--- src/rtl/gpio_bank_pkg.sv ---
package gpio_bank_pkg;
  localparam int unsigned ADDR_W = 8;

  // Byte offsets; software depends on these positions.
  localparam logic [ADDR_W-1:0] OFS_PIN_IN    = 8'h00;
  localparam logic [ADDR_W-1:0] OFS_DRV_VAL   = 8'h04;
  localparam logic [ADDR_W-1:0] OFS_DRV_EN    = 8'h08;
  localparam logic [ADDR_W-1:0] OFS_SENSE_LVL = 8'h0C;
  localparam logic [ADDR_W-1:0] OFS_BOTH_EDGE = 8'h10;
  localparam logic [ADDR_W-1:0] OFS_POLARITY  = 8'h14;
  localparam logic [ADDR_W-1:0] OFS_IRQ_EN    = 8'h18;
  localparam logic [ADDR_W-1:0] OFS_RAW       = 8'h1C;
  localparam logic [ADDR_W-1:0] OFS_PEND      = 8'h20;
  localparam logic [ADDR_W-1:0] OFS_ACK       = 8'h24;
  localparam logic [ADDR_W-1:0] OFS_PULL_DIR  = 8'h34;
  localparam logic [ADDR_W-1:0] OFS_PULL_EN   = 8'h38;
endpackage

--- src/rtl/gpio_in_sync.sv ---
module gpio_in_sync #(
  parameter int W      = 32,
  parameter int STAGES = 2
) (
  input  logic         clk,
  input  logic         rst_n,
  input  logic [W-1:0] async_in,
  output logic [W-1:0] cur,
  output logic [W-1:0] last
);
  logic [W-1:0] chain [STAGES];

  always_ff @(posedge clk or negedge rst_n) begin
    if (!rst_n) begin
      for (int i = 0; i < STAGES; i++) chain[i] <= '0;
      last <= '0;
    end else begin
      chain[0] <= async_in;
      for (int i = 1; i < STAGES; i++) chain[i] <= chain[i-1];
      last <= chain[STAGES-1];
    end
  end

  assign cur = chain[STAGES-1];
endmodule

--- src/rtl/gpio_event_det.sv ---
module gpio_event_det #(
  parameter int W = 32
) (
  input  logic [W-1:0] cur,
  input  logic [W-1:0] last,
  input  logic [W-1:0] sense_lvl,
  input  logic [W-1:0] both_edge,
  input  logic [W-1:0] polarity,
  output logic [W-1:0] event_o
);
  for (genvar g = 0; g < W; g++) begin : g_pin
    logic rise, fall, lvl_hit, edge_hit;
    assign rise     = cur[g] & ~last[g];
    assign fall     = ~cur[g] & last[g];
    assign lvl_hit  = polarity[g] ? cur[g] : ~cur[g];
    assign edge_hit = both_edge[g] ? (rise | fall)
                                   : (polarity[g] ? rise : fall);
    assign event_o[g] = sense_lvl[g] ? lvl_hit : edge_hit;
  end
endmodule

--- src/rtl/gpio_csr.sv ---
module gpio_csr
  import gpio_bank_pkg::*;
#(
  parameter int W = 32
) (
  input  logic              clk,
  input  logic              rst_n,
  input  logic [ADDR_W-1:0] addr,
  input  logic              wr,
  input  logic [W-1:0]      wdata,
  output logic [W-1:0]      rdata,
  input  logic [W-1:0]      pin_state,
  input  logic [W-1:0]      event_i,
  input  logic [W-1:0]      pend_i,
  output logic [W-1:0]      drv_val,
  output logic [W-1:0]      drv_en,
  output logic [W-1:0]      sense_lvl,
  output logic [W-1:0]      both_edge,
  output logic [W-1:0]      polarity,
  output logic [W-1:0]      irq_en,
  output logic [W-1:0]      pull_dir,
  output logic [W-1:0]      pull_en,
  output logic [W-1:0]      raw
);
  logic [W-1:0] ack_bits;
  logic [W-1:0] rd_mux;

  assign ack_bits = (wr && addr == OFS_ACK) ? wdata : '0;

  always_ff @(posedge clk or negedge rst_n) begin
    if (!rst_n) begin
      drv_val   <= '0;
      drv_en    <= '0;
      sense_lvl <= '0;
      both_edge <= '0;
      polarity  <= '0;
      irq_en    <= '0;
      pull_dir  <= '0;
      pull_en   <= '0;
      raw       <= '0;
      rdata     <= '0;
    end else begin
      if (wr) begin
        case (addr)
          OFS_DRV_VAL:   drv_val   <= wdata;
          OFS_DRV_EN:    drv_en    <= wdata;
          OFS_SENSE_LVL: sense_lvl <= wdata;
          OFS_BOTH_EDGE: both_edge <= wdata;
          OFS_POLARITY:  polarity  <= wdata;
          OFS_IRQ_EN:    irq_en    <= wdata;
          OFS_PULL_DIR:  pull_dir  <= wdata;
          OFS_PULL_EN:   pull_en   <= wdata;
          default: ;
        endcase
      end
      // a new event wins over an acknowledge in the same cycle
      raw   <= (raw & ~ack_bits) | event_i;
      rdata <= rd_mux;
    end
  end

  always_comb begin
    case (addr)
      OFS_PIN_IN:    rd_mux = pin_state;
      OFS_DRV_VAL:   rd_mux = drv_val;
      OFS_DRV_EN:    rd_mux = drv_en;
      OFS_SENSE_LVL: rd_mux = sense_lvl;
      OFS_BOTH_EDGE: rd_mux = both_edge;
      OFS_POLARITY:  rd_mux = polarity;
      OFS_IRQ_EN:    rd_mux = irq_en;
      OFS_RAW:       rd_mux = raw;
      OFS_PEND:      rd_mux = pend_i;
      OFS_PULL_DIR:  rd_mux = pull_dir;
      OFS_PULL_EN:   rd_mux = pull_en;
      default:       rd_mux = '0;
    endcase
  end
endmodule

--- src/rtl/gpio_irq_bank.sv ---
module gpio_irq_bank
  import gpio_bank_pkg::*;
#(
  parameter int NPINS       = 32,
  parameter int SYNC_STAGES = 2
) (
  input  logic              clk,
  input  logic              rst_n,
  input  logic [ADDR_W-1:0] reg_addr,
  input  logic              reg_wr,
  input  logic [NPINS-1:0]  reg_wdata,
  output logic [NPINS-1:0]  reg_rdata,
  input  logic [NPINS-1:0]  pad_in,
  output logic [NPINS-1:0]  pad_out,
  output logic [NPINS-1:0]  pad_oe,
  output logic [NPINS-1:0]  pull_up_o,
  output logic [NPINS-1:0]  pull_dn_o,
  output logic              irq
);
  logic [NPINS-1:0] sync_cur, sync_last, ev_w;
  logic [NPINS-1:0] sense_w, both_w, pol_w, en_w;
  logic [NPINS-1:0] pdir_w, pen_w, raw_w, pend_w;

  gpio_in_sync #(.W(NPINS), .STAGES(SYNC_STAGES)) u_sync (
    .clk(clk), .rst_n(rst_n), .async_in(pad_in),
    .cur(sync_cur), .last(sync_last)
  );

  gpio_event_det #(.W(NPINS)) u_det (
    .cur(sync_cur), .last(sync_last), .sense_lvl(sense_w),
    .both_edge(both_w), .polarity(pol_w), .event_o(ev_w)
  );

  gpio_csr #(.W(NPINS)) u_csr (
    .clk(clk), .rst_n(rst_n), .addr(reg_addr), .wr(reg_wr),
    .wdata(reg_wdata), .rdata(reg_rdata), .pin_state(sync_cur),
    .event_i(ev_w), .pend_i(pend_w), .drv_val(pad_out), .drv_en(pad_oe),
    .sense_lvl(sense_w), .both_edge(both_w), .polarity(pol_w),
    .irq_en(en_w), .pull_dir(pdir_w), .pull_en(pen_w), .raw(raw_w)
  );

  assign pend_w    = raw_w & en_w;
  assign pull_up_o = pen_w & pdir_w;
  assign pull_dn_o = pen_w & ~pdir_w;

  always_ff @(posedge clk or negedge rst_n) begin
    if (!rst_n) irq <= 1'b0;
    else        irq <= |pend_w;
  end
endmodule

--- config.mk ---
export PLATFORM = sky130hd
export DESIGN_NAME = gpio_irq_bank
export DESIGN_NICKNAME = d
export VERILOG_FILES = /design/src/rtl/gpio_bank_pkg.sv /design/src/rtl/gpio_in_sync.sv /design/src/rtl/gpio_event_det.sv /design/src/rtl/gpio_csr.sv /design/src/rtl/gpio_irq_bank.sv
export SDC_FILE = /design/constraint.sdc
export NUM_CORES = 1
export LEC_CHECK = 0
export ABC_AREA = 1
export BUFFER_PORTS_ARGS = -buffer_cell sky130_fd_sc_hd__buf_2
export CAP_MARGIN = 10
export CORE_AREA = 3 3 250 277
export CTS_BUF_LIST = sky130_fd_sc_hd__clkbuf_8
export DETAILED_ROUTE_END_ITERATION = 12
export DIE_AREA = 0 0 253 280
export GPL_TIMING_DRIVEN = 0
export PLACE_DENSITY_LB_ADDON = 0.25
export RECOVER_POWER = 50
export REMOVE_ABC_BUFFERS = 1
export SYNTH_ARGS = -nofsm -noshare
export SYNTH_HDL_FRONTEND = slang
export SYNTH_SLANG_ARGS = --single-unit
--- constraint.sdc ---
create_clock -name clk -period 1.13 [get_ports clk]
set_clock_uncertainty 0.2 [all_clocks]
set_input_delay 0.113 -clock clk [delete_from_list [all_inputs] [get_ports clk]]
set_output_delay 0.113 -clock clk [all_outputs]
set_load 0.02 [all_outputs]
Word-level counts from Yosys, hierarchy flattened
Index checks and enable logic that the tools add are counted.
{"block": "word_totals", "reg_bits": 417, "inputBits": 75, "out_inout_bits": 161, "word_cells": 333}
{"block": "op_classes", "n_eq_ne": 11, "mux": 130, "bitwise_logic": 167, "reduce_logical": 11}
{"op": "$pmux 32 s11", "count": 1}
{"op": "$and 32x32->32", "count": 4}
{"op": "$mux 1", "count": 128}
{"op": "$and 1x1->1", "count": 64}
{"op": "$not 1->1", "count": 64}
{"op": "$not 32->32", "count": 2}
{"op": "$eq 8x5->1 const B", "count": 4}
{"op": "$eq 8x6->1 const B", "count": 4}
{"op": "$mux 32", "count": 1}
{"op": "$or 1x1->1", "count": 32}
{"op": "$or 32x32->32", "count": 1}
{"op": "$reduce_or 32->1", "count": 1}
{"op": "$eq 8x4->1 const B", "count": 2}
{"op": "$reduce_and 2->1", "count": 8}
{"op": "$eq 8x3->1 const B", "count": 1}
{"op": "$logic_not 8->1", "count": 1}
{"op": "$logic_and 1x1->1", "count": 1}

Longest topological paths before layout
{"block": "depth", "ltp_word": 6, "depth_mapped": 9, "mapped_depth_nobuf": 7}

Hierarchy
From an unflattened synthesis, not the netlist that was laid out.
{"block": "unflattened", "hier_cells": 2626, "hier_area_um2": 20892.5}
{"module": "gpio_csr", "n_inst": 1, "cells_each": 1794, "area_each_um2": 14665.3, "seq_area_each_um2": 8007.7}
{"module": "gpio_event_det", "n_inst": 1, "cells_each": 480, "area_each_um2": 2722.6, "seq_area_each_um2": 0.0}
{"module": "gpio_in_sync", "n_inst": 1, "cells_each": 128, "area_each_um2": 2642.5, "seq_area_each_um2": 2402.3}
{"module": "gpio_irq_bank", "n_inst": 1, "cells_each": 224, "area_each_um2": 862.1, "seq_area_each_um2": 25.0}

Least setup slack after synthesis
OpenSTA, ideal clock, no wires.
{"block": "synth_timing", "path_kind": "input to register", "from": "input port reg_addr[0]", "to": "register u_csr.raw[10]", "setup_time_ns": 0.129, "arrival_ns": 0.989, "required_ns": 0.801, "slack_ns": -0.189, "path_stages": 7, "n_path_buf": 1, "cell_sequence": "inv_1 nand2_2 nor2_8 nand3_2 clkbuf_1 o21ai_0 nand3_1"}
{"block": "synth_between", "elab_chain_cells": 6}
{"element": "start, declared", "line_no": "gpio_irq_bank.sv:9", "rtl": "input logic [ADDR_W-1:0] reg_addr,"}
{"element": "$eq 8x6->1", "line_no": "gpio_csr.sv:28", "rtl": "assign ack_bits = (wr && addr == OFS_ACK) ? wdata : '0;"}
{"element": "$logic_and 1x1->1", "line_no": "gpio_csr.sv:28"}
{"element": "$mux 32", "line_no": "gpio_csr.sv:28"}
{"element": "$not 32->32", "line_no": "gpio_csr.sv:57", "rtl": "raw <= (raw & ~ack_bits) | event_i;"}
{"element": "$and 32x32->32", "line_no": "gpio_csr.sv:57"}
{"element": "$or 32x32->32", "line_no": "gpio_csr.sv:57"}
{"element": "end signal, assigned", "line_no": "gpio_csr.sv:57"}
{"element": "end, declared", "line_no": "gpio_csr.sv:23", "rtl": "output logic [W-1:0] raw"}
Every way passes these cells.
A chain may end at the register's enable or synchronous reset.

Worst setup path after layout
{"block": "layout_timing", "from": "register u_csr.pull_en[19]", "to": "output port pull_dn_o[19]"}
{"block": "layout_between", "elab_chain_cells": 1}
{"element": "start, declared", "line_no": "gpio_csr.sv:22", "rtl": "output logic [W-1:0] pull_en,"}
{"element": "start signal, assigned", "line_no": "gpio_csr.sv:52", "rtl": "OFS_PULL_EN: pull_en <= wdata;"}
{"element": "$and 32x32->32", "line_no": "gpio_irq_bank.sv:44", "rtl": "assign pull_dn_o = pen_w & ~pdir_w;"}
{"element": "end, declared", "line_no": "gpio_irq_bank.sv:17", "rtl": "output logic [NPINS-1:0] pull_dn_o,"}
Every way passes these cells.

==> flow_summary.yaml <==
final_layout:
  final_nets: 3220
  utilization_pct: 46.3
  multi_input_area_mm2: 0.00964
  final_cells: 3990
  final_area_mm2: 0.0308
  seqCellArea_mm2: 0.0105
  drive_above_1_share_pct: 35.2
  fillers: 6317
  syn2layout_area_growth_pct: 54.2
yosys:
  yosys-top-cells-area: "dfrtp_1, nand2_1, nand3_1, o21ai_0, inv_1"
  async_flop_share_pct: 100
  postSynthCellCount: 2416
  yosys.area.top_type: "dfrtp_1"
  yosysTopAreaCellShare_pct: 52.3
  synth.distinct_cells: 24
  yosysWarnings: 0
  synth-edff-count: 0
  ys_seq_area_share_pct: 52.3
  synth_seq_cells: 417
  synth_area_mm2: 0.0200
  yosysMostFrequentCell: "nand2_1"
  syn_avg_cell_area_um2: 8.26
  synthTopCellsByCount: "nand2_1, dfrtp_1, nand3_1, o21ai_0, inv_1"
  ys.flop_type: "dfrtp_1"
setup_path:
  crit_path_start_kind: "flop"
  cp.arrival_ns: 1.38
  worstSetupPathType: "reg -> out"
  crit_path_max_fanout: 3
  crit_path_end_kind: "output pin"
  worst_ep_required_time_ns: 0.82
outcome:
  violations: "negative hold slack, negative setup slack"
  outcome: "finished with violations"
detailed_routing:
  drcViolationCount: 0
  vias: 20043
  wirelength_um: 88300
  postRouteAntennaNets: 0
  vias_per_cell: 5.02
  initialDrtViolationCount: 1587
  wl_per_cell_um: 22.1
  firstDrtPassIters: 5
clock_tree:
  cts_hold_buffers: 96
  cts_buffers: 78
  cts.clk_slew.worst_paths_ns: 0.06
  cts_tree: "built"
  clockBufferDepth: 3
  root_buffer: "clkbuf_8"
  clk_latency_ns: 0.67
  clock-sinks: 417
  cts_max_level: 3
place:
  dp_hpwl_um: 38400
  placed_area_mm2: 0.0220
  place_inst: 3406
  globalplace.congestion: 0.782
  io_buffers: 235
sta:
  drv_slew: 0
  tightest_slew_ns: 0.990
  period_share_pct: 149
  layout_min_cycle_time_ns: 1.69
  setup_slack_ns: -0.559
  tns_ns: -105.50
  setup_viol: 404
  rsz0062_at_grt: "true"
  whs_ns: -0.587
  hold_viol_final: 65
  fmax_ghz: 0.592
  maxSlewHeadroom_pct: 34.0
die:
  die_w_um: 253
  num_rows: 99
  core_mm2: 0.0664
  die_h_um: 280
  start_util_pct: 30.1
  io_pins: 236
  dieArea_mm2: 0.0708
power:
  p_sw_share_pct: 27.6
  report.power.total_mw: 35.5
  combPwrFrac_pct: 12.4
  internal_power_mw: 25.7
  seq_power_share_pct: 45.7
  leakagePower_nw: 14.8
  p_per_area_mw_per_mm2: 1150
  clkPwrFrac_pct: 41.9
  ir_drop_uv: 770
  power_switching_mw: 9.80
grt:
  grt_usage_pct: 24.3
  grt_max_degree: 100
  grt_pass1_wl_um: 127000
  grt_pass1_vias: 20005
  antenna_found_initial: 5
  grt.overflow.total: 0
min_path:
  hold_path_class: "in -> async"
flow_run:
  drv_cap: 0
==> area by class of cell <==
type	count	area share [%]
clock buffers	97	4.34
repair inverters	3	0.0854
multi-input cells	1641	31.3
repair buffers	676	22.8
well taps	858	3.49
diodes	2	0.0163
inverters	264	3.33
clock inverters	32	0.642
flip-flops and latches	417	34.0
==> flip-flops by register name, summed over array words and instances (netlist names) <==
signal / count
u_csr.irq_en: 32
u_csr.polarity: 32
u_csr.both_edge: 32
u_sync.chain: 32
u_csr.sense_lvl: 32
u_sync.cur: 32
u_csr.drv_en: 32
u_csr.raw: 32
u_sync.last: 32
u_csr.pull_en: 32
irq: 1
u_csr.drv_val: 32
u_csr.pull_dir: 32
u_csr.rdata: 32
==> through the flow <==
stage / hold slack [ns] / setup slack (ns)
4_1_cts: -0.846 / -0.628
3_3_place_gp: 0.0218 / -9.00
5_1_grt: -0.535 / -0.620
2_1_floorplan: -0.383 / -2.15
6_report: -0.587 / -0.559
3_5_place_dp: -0.0969 / -2.05
==> what timing repair did <==
action                                 in CTS  in global routing
cloned                                     33                  8
endpoints found under the hold margin     567                239
buffers inserted                          279                 50
pin swaps                                 277                209
gates resized for setup                   660                228
setup endpoints to repair                 482                470
==> per-layer routing <==
layer	part of all wire (%)	GRT usage (%)	wire length, µm
met5	0	0	0
met4	5.1	13.0	4510
met3	6.6	5.65	5860
met2	47	39.6	41800
met1	41	30.0	36100
==> power groups by stage <==
stage	logic (mW)	registers [mW]	clock network, mW
final	4.41	16.2	14.9
after global routing	4.83	16.3	15.9
after CTS	4.10	16.2	15.3
after detailed placement	2.61	16.4	0
after global placement	2.44	16.4	0
after floorplan	1.19	16.4	0
==> critical path, stage by stage, from the launching register on <==
cell     delay [ns]
dfrtp_1        0.40
inv_1          0.07
nor2_2         0.11
buf_6          0.13
==> placed cells by master (no fill, tap or decap), drive strengths merged <==
| master | Yosys | final |
|---|---|---|
| diode | 0 | 2 |
| buf | 75 | 569 |
| bufinv | 0 | 2 |
| nand4 | 9 | 9 |
| nand3b | 2 | 2 |
| a21oi | 32 | 32 |
| xnor2 | 32 | 32 |
| nand2 | 590 | 591 |
| inv | 264 | 287 |
| clkbuf | 45 | 104 |
| ha | 64 | 64 |
| clkinv | 0 | 7 |
| o21ai | 352 | 352 |
| nor2 | 176 | 179 |
| bufbuf | 0 | 4 |
| nand3 | 358 | 380 |
| clkinvlp | 0 | 3 |
| dlygate4sd3 | 0 | 96 |
| dfrtp | 417 | 417 |
==> kinds of logic (layout without fill, tap and decap cells) <==
group           Yosys count  after routing  synth area share (%)
flops                   417            417                  52.3
other cells               0              2                     0
xor+xnor                 32             32                  1.40
compound gates          384            384                  9.63
simple gates           1135           1161                  24.5
fa+ha+maj                64             64                  4.01
buf+inv                 384           1072                  8.14
==> path summary, 6_finish.rpt <==
path / start / to / slack [ns] / cells after the start
worst max-delay path: u_csr.pull_en[19]$_DFFE_PN0P_ / pull_dn_o[19] / -0.56 / 3
worst min-delay path: rst_n / u_csr.drv_en[28]$_DFFE_PN0P_ / -0.59 / 1
max in group asynchronous: rst_n / u_sync.chain[41]$_DFF_PN0_ / -0.24 / 3
worst min register to register: u_sync.chain[48]$_DFF_PN0_ / u_sync.cur[16]$_DFF_PN0_ / 0.15 / 0
min in group clk: reg_wr / u_csr.pull_dir[5]$_DFFE_PN0P_ / -0.08 / 4
worst max register to register: u_csr.irq_en[30]$_DFFE_PN0P_ / irq$_DFF_PN0_ / -0.33 / 4
No activity file was read; power rests on OpenSTA's default activity.
